--- src/rtl/flyseq_pkg.sv ---
package flyseq_pkg;
  typedef enum logic [1:0] {
    MODE_SINGLE   = 2'd0,
    MODE_PARALLEL = 2'd1,
    MODE_SERIES   = 2'd2,
    MODE_MIXED    = 2'd3
  } seq_mode_e;

  // enabled arms, bit order {lower1, lower0, upper1, upper0}
  function automatic logic [3:0] arms_enabled(input seq_mode_e m);
    case (m)
      MODE_SINGLE:   return 4'b0001;
      MODE_PARALLEL: return 4'b0011;
      MODE_SERIES:   return 4'b0101;
      default:       return 4'b1111;
    endcase
  endfunction
endpackage

--- src/rtl/flyseq_carrier.sv ---
module flyseq_carrier
  import flyseq_pkg::*;
#(
  parameter int PERIOD = 16,
  parameter int CW     = $clog2(PERIOD),
  parameter int DW     = CW + 1
) (
  input  logic          clk,
  input  logic          rst,
  input  logic [1:0]    mode_in,
  input  logic [DW-1:0] da_in,
  input  logic [DW-1:0] db_in,
  input  logic          shared_in,
  output logic [CW-1:0] cnt,
  output seq_mode_e     mode_q,
  output logic [DW-1:0] da_q,
  output logic [DW-1:0] db_q
);
  logic wrap;
  assign wrap = (cnt == CW'(PERIOD - 1));

  always_ff @(posedge clk) begin
    if (rst) begin
      cnt    <= '0;
      mode_q <= MODE_SINGLE;
      da_q   <= '0;
      db_q   <= '0;
    end else begin
      cnt <= wrap ? '0 : cnt + 1'b1;
      if (wrap) begin
        mode_q <= seq_mode_e'(mode_in);
        da_q   <= da_in;
        db_q   <= shared_in ? da_in : db_in;
      end
    end
  end

  // counter stays inside the period
  a_r1_cnt_range: assert property (@(posedge clk) disable iff (rst)
    32'(cnt) < PERIOD);
  // settings move only when a new period starts
  a_r1_latch_at_wrap: assert property (@(posedge clk) disable iff (rst)
    (!$stable(mode_q) || !$stable(da_q) || !$stable(db_q)) |-> (cnt == '0));
endmodule

--- src/rtl/flyseq_arm_pwm.sv ---
module flyseq_arm_pwm #(
  parameter int PERIOD = 16,
  parameter int SHIFT  = 0,
  parameter int CW     = $clog2(PERIOD),
  parameter int DW     = CW + 1
) (
  input  logic [CW-1:0] cnt,
  input  logic [DW-1:0] duty,
  output logic [3:0]    sw      // {outer-low, inner-low, inner-high, outer-high}
);
  localparam logic [CW:0] SH_OUT = (CW+1)'(SHIFT % PERIOD);
  localparam logic [CW:0] SH_IN  = (CW+1)'((SHIFT + PERIOD/2) % PERIOD);
  localparam logic [CW:0] PER    = (CW+1)'(PERIOD);

  function automatic logic [CW:0] lagpos(input logic [CW:0] c, input logic [CW:0] sh);
    return (c >= sh) ? c - sh : c + PER - sh;
  endfunction

  logic [CW:0] pos_out, pos_in;
  logic        on_out, on_in;

  always_comb begin
    pos_out = lagpos({1'b0, cnt}, SH_OUT);
    pos_in  = lagpos({1'b0, cnt}, SH_IN);
    on_out  = (pos_out < duty);
    on_in   = (pos_in < duty);
    sw      = {on_out, on_in, ~on_in, ~on_out};
  end
endmodule

--- src/rtl/flycap_mod_seq.sv ---
module flycap_mod_seq
  import flyseq_pkg::*;
#(
  parameter int PERIOD = 16,
  parameter int CW     = $clog2(PERIOD),
  parameter int DW     = CW + 1
) (
  input  logic          clk,
  input  logic          rst,
  input  logic [1:0]    mode_sel,
  input  logic [DW-1:0] duty_a,
  input  logic [DW-1:0] duty_b,
  input  logic          duty_shared,
  input  logic [3:0]    arm_off,
  output logic [15:0]   gate,
  output logic [3:0]    code_up,
  output logic [3:0]    code_dn
);
  localparam int NPAR = 2;
  localparam int LAG  = PERIOD / (2 * NPAR);

  logic [CW-1:0] cnt;
  seq_mode_e     mode_q;
  logic [DW-1:0] dq [NPAR];
  logic [3:0]    sw [NPAR];
  logic [3:0]    en;
  logic [15:0]   gate_d;
  logic [3:0]    code_d;

  flyseq_carrier #(.PERIOD(PERIOD), .CW(CW), .DW(DW)) u_carrier (
    .clk(clk), .rst(rst), .mode_in(mode_sel), .da_in(duty_a), .db_in(duty_b),
    .shared_in(duty_shared), .cnt(cnt), .mode_q(mode_q), .da_q(dq[0]), .db_q(dq[1])
  );

  for (genvar k = 0; k < NPAR; k++) begin : g_arm
    flyseq_arm_pwm #(.PERIOD(PERIOD), .SHIFT(k * LAG), .CW(CW), .DW(DW)) u_pwm (
      .cnt(cnt), .duty(dq[k]), .sw(sw[k])
    );
    // upper arm k and its mirrored lower arm
    assign gate_d[4*k +: 4]          = en[k] ? sw[k] : 4'b0000;
    assign gate_d[4*(k+NPAR) +: 4]   = en[k+NPAR] ? {sw[k][0], sw[k][1], sw[k][2], sw[k][3]} : 4'b0000;
  end

  assign en     = arms_enabled(mode_q) & ~arm_off;
  assign code_d = {sw[0][2], sw[0][3], sw[1][2], sw[1][3]};

  always_ff @(posedge clk) begin
    if (rst) begin
      gate    <= '0;
      code_up <= 4'b0000;
      code_dn <= 4'b1111;
    end else begin
      gate    <= gate_d;
      code_up <= code_d;
      code_dn <= ~code_d;
    end
  end

  for (genvar j = 0; j < 4; j++) begin : g_chk
    // a complementary pair never conducts together
    a_r2_no_shoot: assert property (@(posedge clk) disable iff (rst)
      !(gate[4*j] && gate[4*j+3]) && !(gate[4*j+1] && gate[4*j+2]));
    // an arm switched off shows no gate in the next output
    a_r8_off_dark: assert property (@(posedge clk) disable iff (rst)
      $past(arm_off[j]) |-> (gate[4*j +: 4] == 4'b0000));
  end

  logic [3:0] code_chg;
  assign code_chg = code_d ^ code_up;
  // parallel arms never step together at an unaligned equal duty
  a_r10_no_joint_step: assert property (@(posedge clk) disable iff (rst)
    (cnt != '0 && dq[0] == dq[1] && (dq[0] % DW'(LAG)) != '0)
      |-> !((|code_chg[3:2]) && (|code_chg[1:0])));
  // lower code stays the inverse of the upper code
  a_r5_code_inverse: assert property (@(posedge clk) disable iff (rst)
    code_dn == ~code_up);
endmodule

--- config.mk ---
export PLATFORM = sky130hd
export DESIGN_NAME = flycap_mod_seq
export DESIGN_NICKNAME = d
export VERILOG_FILES = /design/src/rtl/flyseq_pkg.sv /design/src/rtl/flyseq_carrier.sv /design/src/rtl/flyseq_arm_pwm.sv /design/src/rtl/flycap_mod_seq.sv
export SDC_FILE = /design/constraint.sdc
export NUM_CORES = 1
export LEC_CHECK = 0
export CORE_ASPECT_RATIO = 1.2
export CORE_MARGIN = 4
export CORE_UTILIZATION = 25
export CTS_CLUSTER_DIAMETER = 30
export DETAILED_ROUTE_END_ITERATION = 8
export DONT_BUFFER_PORTS = 1
export SYNTH_ARGS = -nofsm -noshare
export SYNTH_HDL_FRONTEND = slang
export SYNTH_HIERARCHICAL = 1
export SYNTH_SLANG_ARGS = --single-unit
--- constraint.sdc ---
create_clock -name clk -period 1.7 [get_ports clk]
set_input_delay 0.085 -clock clk [delete_from_list [all_inputs] [get_ports clk]]
set_output_delay 0.085 -clock clk [all_outputs]
set_load 0.05 [all_outputs]
==> impl_metrics.toml, run 1 <==
[cells_and_area]
area_growth_pct = 20.7
finalNonFillerCells = 282
nFillCells = 716
nets = 229
fin_util = 0.315
layout-drive-gt1-share = 0.210
n_antenna_cell = 0

[yosys]
synth_edf_count = 0
yosysTopAreaCellShare = 0.442
async_flop_share = 0
syn_inst = 180
synth_cell_types = 36
ys_seq_area_frac = 0.442
synthFlopType = "dfxtp_1"
post-synth-top-area-cell = "dfxtp_1"
avgSynthCellArea_um2 = 10.1
synth_seq_cells = 40
syn_nets = 215
ys_warn_count = 6
netlist_top_cells_area = "dfxtp_1 (44%), ha_1 (11%), nand2_1 (3.7%)"
syn_area_mm2 = 0.00181

[worst_setup_path]
path_buf_inv = 1
end_kind = "flop"
rrSetupSlack_ns = 0.01
cp_top_family = "adder cells"
cp-start-kind = "flop"
r2r_cells = 8
reg2reg_to = "gate[12]"
crit_required_ns = 1.92
crit_arrival_ns = 1.91
crit_path_max_incr_delay_ns = 0.38
crit_start = "u_carrier/cnt[3]"
worstPathCellList = "inv_4, ha_4, xor2_1, ha_1, a21oi_2, o21a_1, nand3b_4, nor3b_2"
worstSetupPathDepth = 8
slowest_stage = "dfxtp_4"
worstSetupEndpoint = "gate[12]"
r2r-start = "u_carrier/cnt[3]"
worstSetupPathType = "reg2reg"
path_max_fanout = 4

[detailed_routing]
routed_wl_um = 3530
dr_total_vias = 1196
dr.pass1.iters = 5
drtAntennaViolNets = 0
drc = 0
vias_per_cell = 4.24
drt_iter0_drc = 23
wl_per_cell_um = 12.5

[place]
hpwl_um = 2480
dp_worst_setup_slack_ns = 0.00932
io_buffers = 0
gp_congestion = 0.741
place_inst = 260

[grt]
antenna_found_initial = 0
grt_overflow = 0
grt_pass1_wl_um = 5560
grt_max_degree = 23
grt_pass1_vias = 1179
track_usage = 0.0834

[clocking]
cts_tree = "done"
clk_pin_slew_ns = 0.08
insertion_delay_ns = 0.29
cts-htree-levels = 2
clock_path_buffers = 2
cts-root-buf = "clkbuf_8"
cts_buffers = 5
clock_sinks = 40

[timing]
worst_slack_ns = 0.0135
tightestPinTransition_ns = 1.03
max_freq_mhz = 593
setup_viol = 0
period_minus_slack_ns = 1.69
slew_viol_final = 0
setup_tns_ns = 0
finalCritPeriodShare = 0.992
hold_viol = 0
rsz0062_at_grt = "yes"
maxSlewHeadroom = 0.310
final.setup_skew_ns = 0.00576

[status]
status = "finished clean"

[floorplan]
dieArea_mm2 = 0.00867
ios = 43
core_mm2 = 0.00694
start_util = 0.261
die_height_um = 101
rows = 33
die_w_um = 85.7

[job]
drv_cap = 0

[power]
switchingPower_w = 0.000519
intPower_w = 0.00150
pwr-share-comb = 0.099
ir_worst_vdd_mv = 0.435
p_clk_frac = 0.380
swShare = 0.257
cellLeakagePower_nw = 0.857
power_density_mw_per_mm2 = 923
seq_power_share = 0.521

[min_path]
hold_path.class = "in2reg"
[synthesized netlist by cell type, drive strengths merged (3+ instances only)]
| cell | n |
|---|---|
| mux2i | 5 |
| a21oi | 14 |
| and2 | 6 |
| o21ai | 5 |
| buf | 8 |
| and4bb | 3 |
| dfxtp | 40 |
| nor3b | 5 |
| nor2 | 12 |
| a211oi | 5 |
| ha | 16 |
| nand2 | 18 |
| inv | 17 |
| o21a | 4 |
| nand2b | 5 |
[state kept, by name (all words and copies together), names as in the netlist]
| name | cells |
|---|---|
| u_carrier/mode_q | 2 |
| u_carrier/da_q | 5 |
| u_carrier/cnt | 4 |
| u_carrier/db_q | 5 |
| code_up | 4 |
| code_dn | 4 |
| gate | 16 |
[repair_timing]
item | in CTS | in global routing
endpoints found under the setup margin | 1 | 14
hold endpoints to repair | 31 | 0
cloned | 0 | 0
gates resized for setup | 0 | 14
pin swaps | 1 | 1
hold buffers | 13 | 0
setup buffers | 0 | 1
[cells in the final DEF, fill, tap and decap left out, types with 2 or more instances in the layout]
cell	Yosys	routed
and2_1	6	6
inv_4	0	2
mux2i_1	5	5
a21oi_1	11	7
nor2_1	12	12
o21ai_0	4	3
dlygate4sd3_1	0	13
ha_4	0	2
dfxtp_4	0	2
dfxtp_1	40	38
nand2b_4	2	2
and4bb_2	3	3
a21o_1	2	2
buf_4	4	3
ha_1	16	14
nand2_1	18	18
xor2_1	2	2
o21a_1	4	4
nand2b_1	3	3
clkbuf_8	0	5
inv_1	17	15
a211oi_2	5	5
nor3b_2	2	2
a21oi_2	3	7
nor3b_1	3	3
[worst register-to-register path, delay by kind of cell (launching register included)]
| kind | cells | cell delay (ns) |
|---|---|---|
| xor+xnor | 1 | 0.16 |
| fa+ha+maj | 2 | 0.45 |
| compound gates | 2 | 0.34 |
| simple gates | 2 | 0.24 |
| buf+inv | 1 | 0.05 |
| flops | 1 | 0.38 |
[area by class of cell]
| class | count | area, um2 | area share |
|---|---|---|---|
| Clock buffer | 5 | 68.8 | 0.0315 |
| Clock inverter | 3 | 41.3 | 0.0189 |
| Inverter | 17 | 71.3 | 0.0326 |
| Multi-Input combinational cell | 113 | 913 | 0.418 |
| Sequential cell | 40 | 808 | 0.370 |
| Tap cell | 87 | 109 | 0.0498 |
| Timing Repair Buffer | 17 | 173 | 0.0790 |
[through the flow]
stage / instance area, um2 / hold WS [ns] / power [W]
2_1_floorplan: 1820 / 0.155 / 0.00121
3_3_place_gp: 1880 / 0.152 / 0.00121
3_5_place_dp: 1880 / 0.155 / 0.00121
4_1_cts: 2120 / 0.000740 / 0.00202
5_1_grt: 2180 / 0.0117 / 0.00210
6_report: 2180 / 0.0110 / 0.00202
[routing by layer]
layer | global-route usage | share of wire | up-vias
met5 | 0 | 0 | -
met4 | 0.0365 | 0.010 | 0
met3 | 0.0374 | 0.084 | 2
met2 | 0.121 | 0.43 | 45
met1 | 0.107 | 0.48 | 534
li1 | - | - | 615
[how the worst min path moves through the flow]
| stage | from | endpoint | cells after the start |
|---|---|---|---|
| after floorplan | arm_off[3] | gate[12] | 1 |
| after CTS | rst | gate[6] | 2 |
| after global routing | rst | gate[6] | 2 |
| after global placement | rst | u_carrier/mode_q[0] | 1 |
| after detailed placement | rst | u_carrier/mode_q[0] | 1 |
| final | rst | gate[6] | 2 |
[logic make-up (layout without fill, tap and decap cells)]
kind of cell	after synthesis	after routing	synth area share
other cells	1	1	0.00207
xor+xnor	3	3	0.0145
simple gates	57	57	0.196
buf+inv	27	42	0.0822
compound gates	31	31	0.125
fa+ha+maj	16	16	0.111
mux	5	5	0.0276
flops	40	40	0.442
[power groups by stage]
stage | clock (W) | combinational [W] | sequential [W]
6_report | 0.000767 | 0.000199 | 0.00105
5_1_grt | 0.000818 | 0.000223 | 0.00106
4_1_cts | 0.000791 | 0.000176 | 0.00105
3_5_place_dp | 0 | 0.000136 | 0.00107
3_3_place_gp | 0 | 0.000133 | 0.00107
2_1_floorplan | 0 | 0.000143 | 0.00107
(Power assumes the default switching activity.)
==> run 2, diff against run 1 <==
Settings changed: CORE_UTILIZATION 25 to 46, GPL_TIMING_DRIVEN from default to 0.
==> run 2 against run 1 <==
The flow now finishes with violations (negative setup slack); clock skew rose by 0.0031 ns; fmax is 2.6% lower; worst setup slack worse by 0.044 ns; register-to-register slack lost 0.04 ns; non-clock buffer count rose by 7; cell count shrank 10%; clock power grew 7.6%; first-iteration DRC count grew to 2.8 times the previous value; sequential share of layout area shrank 0.73 points; sequential cell count is the same.
==> impl_metrics.toml, run 2 (synthesized netlist as in run 1, its figures left out) <==
[clocking]
clock_path_buffers = 2
cts_tree = "done"
clock_sinks = 40
cts_buffers = 5
insertion_delay_ns = 0.29
clk_pin_slew_ns = 0.07
cts-root-buf = "clkbuf_8"
cts-htree-levels = 2

[place]
hpwl_um = 2420
io_buffers = 0
place_inst = 232
dp_worst_setup_slack_ns = -0.126
place_area_mm2 = 0.00189
gp_congestion = 0.760

[floorplan]
start_util = 0.486
die_w_um = 65.3
dieArea_mm2 = 0.00501
core_mm2 = 0.00372
rows = 24
die_height_um = 76.7
ios = 43

[worst_setup_path]
cp-start-kind = "flop"
crit_arrival_ns = 1.94
reg2reg_to = "gate[12]"
rrSetupSlack_ns = -0.03
crit_start = "u_carrier/cnt[3]"
crit_required_ns = 1.91
r2r_cells = 8
r2r-start = "u_carrier/cnt[3]"
end_kind = "flop"
worstSetupPathType = "reg2reg"
path_max_fanout = 2
worstSetupEndpoint = "gate[12]"

[grt]
grt_max_degree = 13
antenna_found_initial = 0
grt_pass1_wl_um = 5400
grt_pass1_vias = 1255
grt_overflow = 0
track_usage = 0.140

[timing]
period_minus_slack_ns = 1.73
slew_viol_final = 0
setup_viol = 1
max_freq_mhz = 578
worst_slack_ns = -0.0306
hold_viol = 0
maxSlewHeadroom = 0.663
final.setup_skew_ns = 0.00891
rsz0062_at_grt = "yes"
finalCritPeriodShare = 1.02
tightestPinTransition_ns = 0.505

[cells_and_area]
layout.cells.most_common = "dfxtp_1"
stdcell_area_mm2 = 0.00223
nFillCells = 354
finalNonFillerCells = 253
nets = 236
final_cell_mix = "dfxtp_1 (38), nand2_1 (18), inv_1 (15)"
top_register = "gate"
largest_reg_flops = 16
n_antenna_cell = 0
top_regs = "gate (16), u_carrier/da_q (5), u_carrier/db_q (5)"
area_growth_pct = 23.1
layout-drive-gt1-share = 0.229

[detailed_routing]
dr_total_vias = 1230
vias_per_cell = 4.86
drtAntennaViolNets = 0
wl_per_cell_um = 13.5
drt_iter0_drc = 65
drc = 0
routed_wl_um = 3410
dr.pass1.iters = 4

[status]
status = "finished, violations left"
violations = "negative setup slack"

[power]
power_density_mw_per_mm2 = 933
cellLeakagePower_nw = 0.883
ir_worst_vdd_mv = 0.544

[job]
drv_cap = 0

[min_path]
hold_path.class = "in2reg"
[run 2: stage by stage]
step	total power (W)	hold WS [ns]	TNS, ns	util
after CTS	0.00209	0.000791	-0.0671	0.585
after floorplan	0.00121	0.155	0	-
final	0.00208	0.0151	-0.0306	0.598
after detailed placement	0.00124	0.157	-0.369	0.507
after global placement	0.00124	0.158	-0.278	0.507
after global routing	0.00216	0.00391	-0.229	0.598
[run 2: cell type report]
type,instances,area (um2),area share
Buffer,8,70.1,0.0314
Clock buffer,6,93.8,0.0421
Sequential cell,40,808,0.363
Tap cell,52,65.1,0.0292
Timing Repair Buffer,16,158,0.0707
Inverter,17,68.8,0.0309
Clock inverter,1,30.0,0.0135
Multi-Input combinational cell,113,935,0.419
[run 2: repair_timing]
item	4_1_cts	5_1_grt
gates resized for setup	9	8
setup endpoints to repair	4	12
hold buffers	12	0
buffers inserted	3	1
hold endpoints to repair	15	0
pin swaps	4	5
[run 2: critical path, cell delays in order, from the launching register on]
cell,delay [ns]
dfxtp_4,0.38
inv_4,0.05
ha_4,0.15
xor2_1,0.15
ha_1,0.30
a21oi_2,0.16
o21a_1,0.21
nand3b_4,0.09
nor3b_2,0.17
[run 2: layer usage]
layer	wire length, um	vias up	GRT usage
met5	0	-	0
met4	51	0	0.0747
met3	211	4	0.0409
met2	1740	41	0.243
met1	1410	559	0.148
li1	-	626	-
[run 2: worst min-delay path by stage]
stage	from	to	slack, ns	cells past startpoint
5_1_grt	arm_off[1]	gate[6]	0.004	2
4_1_cts	arm_off[1]	gate[5]	0.0008	2
3_3_place_gp	arm_off[3]	gate[12]	0.16	1
3_5_place_dp	arm_off[3]	gate[12]	0.16	1
6_report	arm_off[1]	gate[5]	0.02	2
2_1_floorplan	arm_off[3]	gate[12]	0.15	1
[run 2: power by group]
group / total (W) / leakage (nW) / internal, W / switching [W]
logic: 0.000203 / 0.495 / 0.000103 / 0.0000996
clock network: 0.000825 / 0.0624 / 0.000518 / 0.000307
registers: 0.00105 / 0.326 / 0.000962 / 0.0000889
total: 0.00208 / 0.883 / 0.00158 / 0.000495
==> run 3, diff against run 2 <==
Settings changed: SETUP_SLACK_MARGIN from default to 0.2, SKIP_CTS_REPAIR_TIMING from default to 1.
==> run 3 against run 2 <==
The run still ends with negative setup slack left; worst setup slack gained 0.0096 ns; fmax is 0.56% higher; combinational power grew 31%; clock skew decreased by 0.0043 ns; via count increased by 0.24%; critical path depth is the same; sequential share of layout area down 1.2 points.
==> impl_metrics.toml, run 3 (synthesized netlist as in run 1, its figures left out) <==
[floorplan]
dieArea_mm2 = 0.00501
die_w_um = 65.3
ios = 43
core_mm2 = 0.00372
die_height_um = 76.7
rows = 24
start_util = 0.486

[detailed_routing]
drtAntennaViolNets = 0
dr.pass1.iters = 4
vias_per_cell = 4.82
dr_total_vias = 1233
drc = 0
routed_wl_um = 3230
wl_per_cell_um = 12.6
drt_iter0_drc = 66

[status]
status = "finished, violations left"
violations = "negative setup slack"

[grt]
antenna_found_initial = 0
grt_max_degree = 13
track_usage = 0.129
grt_pass1_wl_um = 5000
grt_pass1_vias = 1135
grt_overflow = 0

[worst_setup_path]
worstSetupPathType = "reg2reg"
crit_arrival_ns = 1.90
r2r_cells = 8
path_max_fanout = 3
end_kind = "flop"
cp-start-kind = "flop"
crit_required_ns = 1.88

[cells_and_area]
nets = 239
n_antenna_cell = 0
multiInputGateArea_um2 = 987
layout.cells.most_common = "dfxtp_1"
nFillCells = 328
final-seq-area_um2 = 810
layout-drive-gt1-share = 0.304
fin_util = 0.620
final_cell_mix = "dfxtp_1 (37), nand2_1 (16), inv_1 (13)"
largest_reg_flops = 16
area_growth_pct = 27.5
top_register = "gate"
top_regs = "gate (16), u_carrier/da_q (5), u_carrier/db_q (5)"
stdcell_area_mm2 = 0.00231

[clocking]
insertion_delay_ns = 0.28
cts-root-buf = "clkbuf_8"
cts_tree = "done"
clock_sinks = 40
clock_path_buffers = 2
cts_buffers = 5
cts-htree-levels = 2
clk_pin_slew_ns = 0.07

[power]
cellLeakagePower_nw = 0.916
p_total_w = 0.00208
swShare = 0.244
switchingPower_w = 0.000508
ir_worst_vdd_mv = 0.428
seq_power_share = 0.506
intPower_w = 0.00157
pwr-share-comb = 0.128
power_density_mw_per_mm2 = 900
p_clk_frac = 0.366

[timing]
worst_slack_ns = -0.0211
rsz0062_at_grt = "yes"
max_freq_mhz = 581
period_minus_slack_ns = 1.72
final.setup_skew_ns = 0.00464
fin_worst_hold_slack_ns = 0.00382
slew_viol_final = 0
finalCritPeriodShare = 1.01
hold_viol = 0
setup_viol = 5

[place]
gp_congestion = 0.743
hpwl_um = 2360
io_buffers = 0
place_area_mm2 = 0.00192

[min_path]
hold_path_depth = 2
hold_path.class = "in2reg"

[job]
drv_cap = 0
## run 3: layout make-up
type	instances	share of cell area
buffer	10	0.0417
clock buffer	7	0.0515
inverter	17	0.0298
multi-input combinational	113	0.428
sequential	40	0.351
tap	52	0.0282
timing repair buffer	17	0.0705
## run 3: final timing paths
path | from | end | slack (ns)
max | u_carrier/cnt[2] | gate[6] | -0.02
min | rst | gate[1] | 0.004
max reg2reg | u_carrier/cnt[2] | gate[6] | -0.02
min reg2reg | u_carrier/da_q[0] | u_carrier/da_q[0] | 0.46
## run 3: metal layers
metal / track usage / share of wire / up-vias
li1: - / - / 633
met1: 0.139 / 0.42 / 551
met2: 0.211 / 0.49 / 42
met3: 0.0614 / 0.072 / 7
met4: 0.0560 / 0.018 / 0
met5: 0 / 0 / -
## run 3: power groups by stage
| stage | Combinational, W | Sequential, W | Clock (W) |
|---|---|---|---|
| 4_1_cts | 0.000178 | 0.00105 | 0.000783 |
| 3_5_place_dp | 0.000175 | 0.00108 | 0 |
| 5_1_grt | 0.000294 | 0.00105 | 0.000811 |
| 3_3_place_gp | 0.000171 | 0.00108 | 0 |
| 2_1_floorplan | 0.000151 | 0.00107 | 0 |
| 6_report | 0.000266 | 0.00105 | 0.000760 |
## run 3: worst max-delay path, cell delays in order (launching register included)
cell	delay, ns
dfxtp_4	0.36
buf_6	0.12
ha_2	0.17
xor2_1	0.15
ha_1	0.32
nand2_1	0.08
o21a_1	0.18
buf_6	0.12
and2_1	0.12
## run 3: per-stage QoR
| step | TNS [ns] | setup slack (ns) | std cells |
|---|---|---|---|
| floorplan | 0 | 0.0272 | 180 |
| global placement | -0.125 | -0.0616 | 232 |
| detailed placement | -0.270 | -0.0993 | 232 |
| CTS | -0.345 | -0.122 | 239 |
| global route | -0.933 | -0.124 | 256 |
| finish | -0.0635 | -0.0211 | 256 |
